`config.mk`:
```
export PLATFORM = sky130hd
export DESIGN_NAME = gpio_xpndr_core
export DESIGN_NICKNAME = d
export VERILOG_FILES = /design/src/rtl/gpx_pkg.sv /design/src/rtl/gpx_sync.sv /design/src/rtl/gpx_regs.sv /design/src/rtl/gpx_resolve.sv /design/src/rtl/gpio_xpndr_core.sv
export SDC_FILE = /design/constraint.sdc
export NUM_CORES = 1
export LEC_CHECK = 0
export ABC_AREA = 1
export CAP_MARGIN = 20
export CORE_MARGIN = 5
export CORE_UTILIZATION = 40
export DETAILED_ROUTE_END_ITERATION = 10
export GPL_ROUTABILITY_DRIVEN = 0
export GPL_TIMING_DRIVEN = 0
export PLACE_DENSITY_LB_ADDON = 0.25
export SYNTH_ARGS = -nofsm -noshare
export SYNTH_HDL_FRONTEND = slang
export SYNTH_SLANG_ARGS = --single-unit
```
`constraint.sdc`:
```
create_clock -name clk -period 1.4 [get_ports clk]
set_input_delay 0.14 -clock clk [delete_from_list [all_inputs] [get_ports clk]]
set_output_delay 0.14 -clock clk [all_outputs]
set_load 0.005 [all_outputs]
```
`src/rtl/gpx_pkg.sv`:
```
package gpx_pkg;
    typedef enum logic [1:0] {
        GPX_LVL  = 2'd0,
        GPX_DRV  = 2'd1,
        GPX_INV  = 2'd2,
        GPX_DIR  = 2'd3
    } gpx_sel_e;
endpackage

```
`src/rtl/gpx_sync.sv`:
```
module gpx_sync #(
    parameter int W       = 8,
    parameter int STAGES  = 2
) (
    input  logic         clk,
    input  logic         rst,
    input  logic [W-1:0] d,
    output logic [W-1:0] q
);
    logic [W-1:0] stg [STAGES];

    always_ff @(posedge clk) begin
        if (rst) stg[0] <= '1;
        else     stg[0] <= d;
    end

    for (genvar s = 1; s < STAGES; s++) begin : g_stage
        always_ff @(posedge clk) begin
            if (rst) stg[s] <= '1;
            else     stg[s] <= stg[s-1];
        end
    end

    assign q = stg[STAGES-1];
endmodule

```
`src/rtl/gpx_regs.sv`:
```
module gpx_regs
    import gpx_pkg::*;
#(
    parameter int NPINS = 8
) (
    input  logic             clk,
    input  logic             rst,
    input  logic             we,
    input  logic [1:0]       addr,
    input  logic [NPINS-1:0] wdata,
    input  logic [NPINS-1:0] lvl_q,
    output logic [NPINS-1:0] drv_q,
    output logic [NPINS-1:0] dir_q,
    output logic [NPINS-1:0] inv_q,
    output logic [NPINS-1:0] rdata
);
    gpx_sel_e sel;
    assign sel = gpx_sel_e'(addr);

    always_ff @(posedge clk) begin
        if (rst) begin
            drv_q <= '1;
            dir_q <= '1;
            inv_q <= '0;
        end else if (we) begin
            unique case (sel)
                GPX_DRV: drv_q <= wdata;
                GPX_INV: inv_q <= wdata;
                GPX_DIR: dir_q <= wdata;
                GPX_LVL: ;
            endcase
        end
    end

    always_comb begin
        unique case (sel)
            GPX_LVL: rdata = lvl_q ^ inv_q;
            GPX_DRV: rdata = drv_q;
            GPX_INV: rdata = inv_q;
            GPX_DIR: rdata = dir_q;
        endcase
    end
endmodule

```
`src/rtl/gpx_resolve.sv`:
```
module gpx_resolve #(
    parameter int NPINS = 8
) (
    input  logic             clk,
    input  logic             rst,
    input  logic [NPINS-1:0] drv_q,
    input  logic [NPINS-1:0] dir_q,
    input  logic [NPINS-1:0] pad_s,
    output logic [NPINS-1:0] sink,
    output logic [NPINS-1:0] lvl_q,
    output logic [NPINS-1:0] follow_q
);
    logic [NPINS-1:0] lvl_nxt;

    for (genvar i = 0; i < NPINS; i++) begin : g_pin
        assign sink[i]    = ~(dir_q[i] | drv_q[i]);
        assign lvl_nxt[i] = sink[i] ? 1'b0 : pad_s[i];
    end

    always_ff @(posedge clk) begin
        if (rst) begin
            lvl_q    <= '1;
            follow_q <= '1;
        end else begin
            lvl_q <= lvl_nxt;
            for (int i = 0; i < NPINS; i++) begin
                if (lvl_nxt[i] != lvl_q[i]) follow_q[i] <= lvl_nxt[i];
            end
        end
    end
endmodule

```
`src/rtl/gpio_xpndr_core.sv`:
```
module gpio_xpndr_core #(
    parameter int NPINS       = 8,
    parameter int SYNC_STAGES = 2
) (
    input  logic             clk,
    input  logic             rst,
    input  logic             we,
    input  logic [1:0]       addr,
    input  logic [NPINS-1:0] wdata,
    output logic [NPINS-1:0] rdata,
    input  logic [NPINS-1:0] pad_lvl,
    output logic [NPINS-1:0] sink_o,
    output logic [NPINS-1:0] follow_o
);
    logic [NPINS-1:0] pad_s;
    logic [NPINS-1:0] drv_q;
    logic [NPINS-1:0] dir_q;
    logic [NPINS-1:0] inv_q;
    logic [NPINS-1:0] lvl_q;

    gpx_sync #(.W(NPINS), .STAGES(SYNC_STAGES)) u_sync (
        .clk(clk), .rst(rst), .d(pad_lvl), .q(pad_s)
    );

    gpx_regs #(.NPINS(NPINS)) u_regs (
        .clk(clk), .rst(rst), .we(we), .addr(addr), .wdata(wdata),
        .lvl_q(lvl_q), .drv_q(drv_q), .dir_q(dir_q), .inv_q(inv_q),
        .rdata(rdata)
    );

    gpx_resolve #(.NPINS(NPINS)) u_res (
        .clk(clk), .rst(rst), .drv_q(drv_q), .dir_q(dir_q), .pad_s(pad_s),
        .sink(sink_o), .lvl_q(lvl_q), .follow_q(follow_o)
    );
endmodule

```
==> results of run 1 <==
## kinds of logic after synthesis
kind of cell	synth area share, %
compound gates	5.29
buf+inv	6.78
flops	49.4
simple gates	38.6
## sequential cells by signal (all words and copies together) (netlist names)
register	cells
u_res.lvl_q	8
u_regs.dir_q	8
u_res.follow_q	8
u_regs.inv_q	8
u_sync.stg	16
u_regs.drv_q	8
## through the flow
stage	util, %	TNS [ns]	area, um^2	hold slack (ns)	cells
CTS	54.9	0	3020	0.238	451
global route	55.1	0	3040	0.273	453
global placement	50.9	-14.51	2800	0.393	432
floorplan	-	0	2270	0.244	316
finish	55.1	0	3040	0.236	453
detailed placement	50.9	-15.60	2800	0.393	432
## power groups by stage
stage | Clock (W) | Sequential (W) | Combinational (W)
after floorplan | 0 | 0.00175 | 0.000225
after global placement | 0 | 0.00176 | 0.000438
after detailed placement | 0 | 0.00176 | 0.000443
after CTS | 0.000937 | 0.00173 | 0.000461
after global routing | 0.000997 | 0.00174 | 0.000522
final | 0.000918 | 0.00173 | 0.000468
## layout by cell type, fill, tap and decap left out
| master | Yosys | layout |
|---|---|---|
| sky130_fd_sc_hd__dfxtp_1 | 56 | 32 |
| sky130_fd_sc_hd__nand3_1 | 48 | 48 |
| sky130_fd_sc_hd__buf_6 | 0 | 1 |
| sky130_fd_sc_hd__clkbuf_2 | 0 | 2 |
| sky130_fd_sc_hd__or2_2 | 16 | 16 |
| sky130_fd_sc_hd__buf_8 | 0 | 2 |
| sky130_fd_sc_hd__clkbuf_8 | 0 | 6 |
| sky130_fd_sc_hd__nand3_2 | 1 | 1 |
| sky130_fd_sc_hd__clkinvlp_4 | 0 | 1 |
| sky130_fd_sc_hd__buf_4 | 2 | 12 |
| sky130_fd_sc_hd__nor2_4 | 1 | 2 |
| sky130_fd_sc_hd__clkbuf_1 | 5 | 5 |
| sky130_fd_sc_hd__clkdlybuf4s15_1 | 0 | 2 |
| sky130_fd_sc_hd__nand3_4 | 1 | 1 |
| sky130_fd_sc_hd__buf_2 | 3 | 4 |
| sky130_fd_sc_hd__o21ai_0 | 16 | 16 |
| sky130_fd_sc_hd__buf_12 | 0 | 1 |
| sky130_fd_sc_hd__a21oi_1 | 8 | 8 |
| sky130_fd_sc_hd__nand2_1 | 81 | 81 |
| sky130_fd_sc_hd__dfxtp_2 | 0 | 24 |
| sky130_fd_sc_hd__inv_2 | 2 | 2 |
| sky130_fd_sc_hd__clkdlybuf4s50_1 | 0 | 26 |
| sky130_fd_sc_hd__nor2_1 | 48 | 48 |
| sky130_fd_sc_hd__inv_1 | 26 | 26 |
| sky130_fd_sc_hd__nand2_4 | 0 | 1 |
| sky130_fd_sc_hd__dlygate4sd2_1 | 0 | 13 |
## final timing paths
kind	cells past startpoint	slack, ns	to	start
setup / recovery	5	0.07	rdata[5]	u_regs.inv_q[5]
hold / removal	4	0.24	u_regs.dir_q[3]	addr[0]
setup reg to reg	3	0.48	u_res.follow_q[7]	u_regs.dir_q[7]
hold reg to reg	1	0.41	u_sync.stg[1][4]	u_sync.stg[0][4]
## worst register-to-register path: stages, from the launching register on
cell                      delay [ns]
sky130_fd_sc_hd__dfxtp_2        0.34
sky130_fd_sc_hd__buf_4          0.13
sky130_fd_sc_hd__o21ai_0        0.23
sky130_fd_sc_hd__o21ai_0        0.11
## repair_timing
action                     4_1_cts  5_1_grt
pin swaps                        2        5
gates resized for setup         56        6
setup endpoints to repair       21       10
buffers inserted                11        2
## synthesized netlist by cell type
cell | number | area [um^2]
sky130_fd_sc_hd__o21ai_0 | 16 | 80.1
sky130_fd_sc_hd__inv_1 | 26 | 97.6
sky130_fd_sc_hd__nand3_2 | 1 | 10.0
sky130_fd_sc_hd__clkbuf_1 | 5 | 18.8
sky130_fd_sc_hd__nand2_2 | 1 | 6.26
sky130_fd_sc_hd__buf_4 | 2 | 15.0
sky130_fd_sc_hd__nor2_4 | 1 | 11.3
sky130_fd_sc_hd__nand3_1 | 48 | 240
sky130_fd_sc_hd__nand2_1 | 81 | 304
sky130_fd_sc_hd__nor2_1 | 48 | 180
sky130_fd_sc_hd__or2_2 | 16 | 100
sky130_fd_sc_hd__buf_2 | 3 | 15.0
sky130_fd_sc_hd__dfxtp_1 | 56 | 1120
sky130_fd_sc_hd__nor2_2 | 1 | 6.26
sky130_fd_sc_hd__nand3_4 | 1 | 17.5
sky130_fd_sc_hd__inv_2 | 2 | 7.51
sky130_fd_sc_hd__a21oi_1 | 8 | 40.0
## final cells by class
cell class,instances,area (um^2),area share [%]
sequential,56,1150,37.9
clock inverter,1,7.51,0.247
multi-input combinational,222,1010,33.1
buffer,10,71.3,2.35
inverter,28,105,3.46
tap,72,90.1,2.97
timing repair buffer,57,519,17.1
clock buffer,7,86.3,2.84
## per-layer routing
layer  part of all wire, %  GRT usage (%)  vias up
met2                    48           28.9       72
li1                      -              -     1122
met4                   1.0           6.04        0
met1                    45           21.7     1000
met3                   6.9           3.40        8
met5                     0              0        -
==> results, run 1 <==
- Among the stages of the critical path, the cell type that occurs most often is sky130_fd_sc_hd__nand2_1.
- Counting every net in the synthesized netlist gives 337.
- The slowest cell on the critical path is sky130_fd_sc_hd__dfxtp_2.
- In this run the count of I/O pins placed on the die edge is 45.
- The first-pass detailed-route iteration total is 5.
- The count of nets left with antenna violations once routing finished came out at 0.
- The top cell family by delay on the critical path is flip-flops.
- In the final layout, the share of cells above drive strength 1 is around a fifth.
- Together, buffers and inverters on the worst path number 1.
- The sum of internal, switching and leakage power is about 0.0031 W.
- After legalization and detailed placement, the total HPWL measured 3910 um.
- The TritonCTS clock tree is built.
- Global routing used 17.1% of the available tracks across all layers.
- The number of buffers created by CTS is 5.
- After clock tree synthesis, the flow added hold-fix buffers numbering 0.
- The number of distinct library cells after synthesis is 17.
- The clock insertion delay at the later pin of the skew report is 0.31 ns.
- The worst path required time is 1.26 ns.
- After synthesis the netlist holds a flip-flop and latch count of 56.
- The cell count after synthesis is 316.
- After clock tree synthesis, the clock-pin slew on the worst setup and hold paths is approximately 0.1 ns.
- The worst path setup slack after routing is 0.0656 ns.
- The synthesis warning total is 0.
- The actual transition at the worst max-transition pin is between 0.6 and 0.7 ns.
- The number of global-route vias before repair came to 2137.
- Prior to clock tree synthesis, the placed netlist has a worst setup slack of -0.839 ns.
- The clock root buffer master is sky130_fd_sc_hd__clkbuf_8.
- For this run, design rule violations remaining after detail routing come to 0.
- Entering global routing, the biggest net connects 17 pins.
- Across all layers, the routed design uses 2202 vias.
- In this run switching power makes up approximately a quarter of total power.
- The largest single stage delay on the critical path is 0.34 ns.
- The worst-case headroom to the max-slew limit is 59.2%.
- Summed over all layers, the global routing overflow is 0.
- The detail-routed via count per cell is between 4 and 5.
- Summing every instance area after synthesis gives 2270 um^2.
- The tree built by TritonCTS fans out to 56 sinks.
- The number of rows created at floorplan is 27.
- The worst vdd rail ir drop is 0.000491 V.
- The endpoint class of the critical path is an output pin.
- The H-tree level count is 2.
- Measured along the x axis, the die boundary spans about 85 um.
- The critical path class is reg -> out.
- The initial antenna violation count was 0.
- The max-cap violation count is 0.
- The type of the most critical hold path is in -> reg.
- Summed over all cells, the static leakage comes to 1.51 nW.
- The flow ran to the end, and the final reports show no timing, DRC or antenna violations.
- The clock tree skew after final layout is 0.00630 ns.
- The critical path goes through nand3_1, nand2_1, nor2_1, nand2_1, dlygate4sd2_1.
- Dividing total power by cell area gives a power density of 1020 nW/um^2.
- The portion of total power attributed to sequential cells is 55.5%.
- In the final design database the tool counted 401 nets.
- Relative to the synthesized area, the layout overhead comes to 33.7%.
- The antenna diode instance count is 0.
- The mean cell area of the mapped netlist is 7.19 um^2.
- The violation count after the first detailed-routing iteration is approximately 160.
- From bottom edge to top edge, the die measures 85.3 um.
- Counting along the longest clock path gives a buffer depth of 2.
- The layout has about 540 filler cells.
- The number of failing hold endpoints at the final stage is 0.
- The post-route clock period utilization is 95.3%.
- The die covers roughly 7300 um^2.
- Derived from the worst setup path, the maximum achievable clock frequency is 749 MHz.
- The data arrival at the endpoint of the critical path is approximately 1.2 ns.
- In this run, the clock network consumes 29.5% of the power.
- The largest fanout on the critical path is 3.
- Port buffering added 44 buffers.
- After synthesis, flip-flops and latches occupy 49.4% of the total area.
- The setup-violating endpoint count in the final report is 0.
- The internal power summed over all cells is 0.00231 W.
- The worst path needs 1.33 ns of the cycle, external delays included.
- In the final routed layout, each cell accounts on average for 13.1 um.
- The initial utilization of the core area, before any placement, comes to between 40% and 50%.
- The wire length of the first global-routing pass is 9850 um.
- The standard cell core area is 5510 um^2.
- Setup repair after global routing left no endpoint under its margin.
- Per report_power, the combinational group accounts for 15.0% of the total.
- Summed over all layers, the routed wires come to 5930 um.
- The startpoint type of the worst setup path is a register.
- The number of max-slew violations in the final report is 0.
- The switching power summed over all nets is ~0.00080 W.
Power figures use the tool's default switching activity.
==> run 2, diff against run 1 <==
--- a/config.mk
+++ b/config.mk
@@ -14,4 +14,5 @@
 export GPL_TIMING_DRIVEN = 0
 export PLACE_DENSITY_LB_ADDON = 0.25
+export SKIP_CTS_REPAIR_TIMING = 1
 export SYNTH_ARGS = -nofsm -noshare
 export SYNTH_HDL_FRONTEND = slang
==> constraint.sdc (replaced) <==
create_clock -name clk -period 1.4 [get_ports clk]
set_input_delay 0.14 -clock clk [delete_from_list [all_inputs] [get_ports clk]]
set_output_delay 0.14 -clock clk [all_outputs]
set_load 0.01 [all_outputs]
==> results, run 2 (same netlist as run 1, synthesis figures left out) <==
- The tree is rooted in a sky130_fd_sc_hd__clkbuf_8.
- The standby leakage power is 1.66 nW (+9.7%).
- The overall via count from detail_route is 2139 (-2.9%).
- The average wire per cell in the routed design is 13.0 um (-0.35%).
- The count of non-filler cells in the finished layout came to 446 (-1.5%).
- The initial antenna violation count is 0 (unchanged).
- The floorplan die height came to 85.3 um (unchanged).
- The area of the die is 7280 um^2 (unchanged).
- The clock tree skew after final layout came to 0.00711 ns (+0.000811 ns).
- The actual transition at the worst max-transition pin is 0.617 ns (+0.00444 ns).
- The post-DP HPWL was 3910 um (unchanged).
- The most common cell after layout, fill and taps aside is sky130_fd_sc_hd__nand2_1.
- The final critical path time including I/O delays and setup is 1.36 ns (+0.0213 ns).
- The worst vdd rail ir drop is 0.000483 V (-1.7%).
- The top cell types in the final layout, fill and taps aside, are 81 x sky130_fd_sc_hd__nand2_1, 48 x sky130_fd_sc_hd__nor2_1, 48 x sky130_fd_sc_hd__nand3_1.
- The highest achievable clock rate came to 738 MHz (-1.6%).
- The standard cell core area came to 5510 um^2 (unchanged).
- The largest buffer count on any clock path is 2 (unchanged).
- The power per unit of standard cell area was 1020 nW/um^2 (-0.16%).
- The setup path with the least slack is of type reg -> out.
- The max-cap violation count came to 0 (unchanged).
- The setup TNS was 0 ns (unchanged).
- The residual DRC count is 0 (unchanged).
- The worst hold slack across all endpoints is 0.250 ns (+0.0139 ns).
- The type of the most critical hold path is in -> reg.
- The worst stage delay on the critical path was 0.54 ns (+0.20 ns).
- The horizontal extent of the die is 85.3 um (unchanged).
- Setup repair after global routing left no endpoint under its margin.
- The number of max-slew violations in the final report is 0 (unchanged).
- The wire length of the first global-routing pass is 9510 um (-3.4%).
- The number of input and output port buffers inserted is 44 (unchanged).
- The data arrival at the endpoint of the critical path is 1.22 ns (+0.03 ns).
- The antenna diode instance count is 0 (unchanged).
- The top cell family by delay on the critical path is buffers and inverters.
- The number of nets in the final layout is 394 (-1.7%).
- The violation count after the first detailed-routing iteration was 158 (unchanged).
- The largest fanout on the critical path came to 3 (unchanged).
- The maximum number of pins on one net before global-route repair is 17 (unchanged).
- STA classifies the critical path startpoint as a register.
- The clock insertion delay at the later pin of the skew report came to 0.31 ns (about the same).
- The growth of design area from synthesis to finish is 33.8% (about the same).
- The number of fillers in the final layout is 536 (-1.1%).
- The first-pass detailed-route iteration total is 4 (-1).
- The total global routing overflow is 0 (unchanged).
- The number of buffers created by CTS is 5 (unchanged).
- The number of primary I/O pins is 45 (unchanged).
- The starting utilization of the core area is 41.2% (unchanged).
- The fraction of layout cells with a size suffix above 1 is 17.1% (-2.8 points).
- The register with the most flip-flops is u_sync.stg.
- The number of failing hold endpoints at the final stage is 0 (unchanged).
- The total length of routed wires is 5820 um (-1.9%).
- TritonCTS built the clock tree.
- The number of sinks driven by the clock tree was 56 (unchanged).
- The sum of internal, switching and leakage power is 0.00311 W (about the same).
- The area of placed instances came to 2800 um^2 (unchanged).
- Traced cell by cell, the critical path runs through clkdlybuf4s50_1.
- The clock-pin slew reported for the worst setup and hold paths after clock tree synthesis came to 0.10 ns (about the same).
- The largest individual stage delay along the critical path comes from the cell sky130_fd_sc_hd__clkdlybuf4s50_1.
- The endpoint class of the critical path is an output pin.
- The post-route clock period utilization is 96.8% (+1.5 points).
- The number of placed cells counting well taps came to 432 (unchanged).
- The flip-flop count of the largest register, all copies and words added is 16 (unchanged).
- The global router's overall resource usage is 16.6% (-0.54 points).
- The total buffers and inverters traversed by the critical path is 1 (unchanged).
- The remaining antenna violation count after routing was 0 (unchanged).
- The run finished with clean final reports.
- The setup-violating endpoint count in the final report is 0 (unchanged).
- The worst-case headroom to the max-slew limit is 58.9% (-0.30 points).
- The detail-routed via count per cell is 4.80 (-1.3%).
- The number of global-route vias before repair came to 2064 (-3.4%).
- The H-tree level count is 2 (unchanged).
- The number of rows created at floorplan was 27 (unchanged).
- The worst path required time came to 1.26 ns (about the same).
- The post-route cell area came to 3040 um^2 (about the same).
-- run 2: routing by layer --
| metal | GRT usage (%) | vias up | part of all wire, % |
|---|---|---|---|
| li1 | - | 1107 | - |
| met1 | 21.0 | 957 | 44 |
| met2 | 27.8 | 69 | 47 |
| met3 | 4.08 | 6 | 8.2 |
| met4 | 4.89 | 0 | 1.0 |
| met5 | 0 | - | 0 |
-- run 2: metrics by stage --
stage	setup slack, ns	util [%]
final	0.0443	55.2
after global routing	0.00171	55.2
after CTS	-0.877	52.6
after detailed placement	-0.874	50.9
after global placement	-0.859	50.9
after floorplan	0.522	-
-- run 2: layout make-up --
type	instances	area [um^2]	area share, %
flip-flops and latches	56	1150	37.8
multi-input cells	222	1010	33.1
repair buffers	50	533	17.5
inverters	28	105	3.46
well taps	72	90.1	2.96
clock buffers	7	86.3	2.84
plain buffers	10	63.8	2.10
clock inverters	1	7.51	0.247
-- run 2: final timing paths --
path	from	end	slack, ns	cells past startpoint
worst max-delay path	u_res.follow_q[4]	follow_o[4]	0.04	1
worst min register to register	u_sync.stg[0][4]	u_sync.stg[1][4]	0.41	1
worst min-delay path	addr[1]	u_regs.drv_q[3]	0.25	4
worst max register to register	u_regs.drv_q[2]	u_res.follow_q[2]	0.55	3
-- run 2: report_power, final --
group | total [W] | switching [W] | internal [W]
Clock | 0.000913 | 0.000509 | 0.000403
Combinational | 0.000471 | 0.000247 | 0.000224
Sequential | 0.00173 | 0.0000491 | 0.00168
Total | 0.00311 | 0.000805 | 0.00230
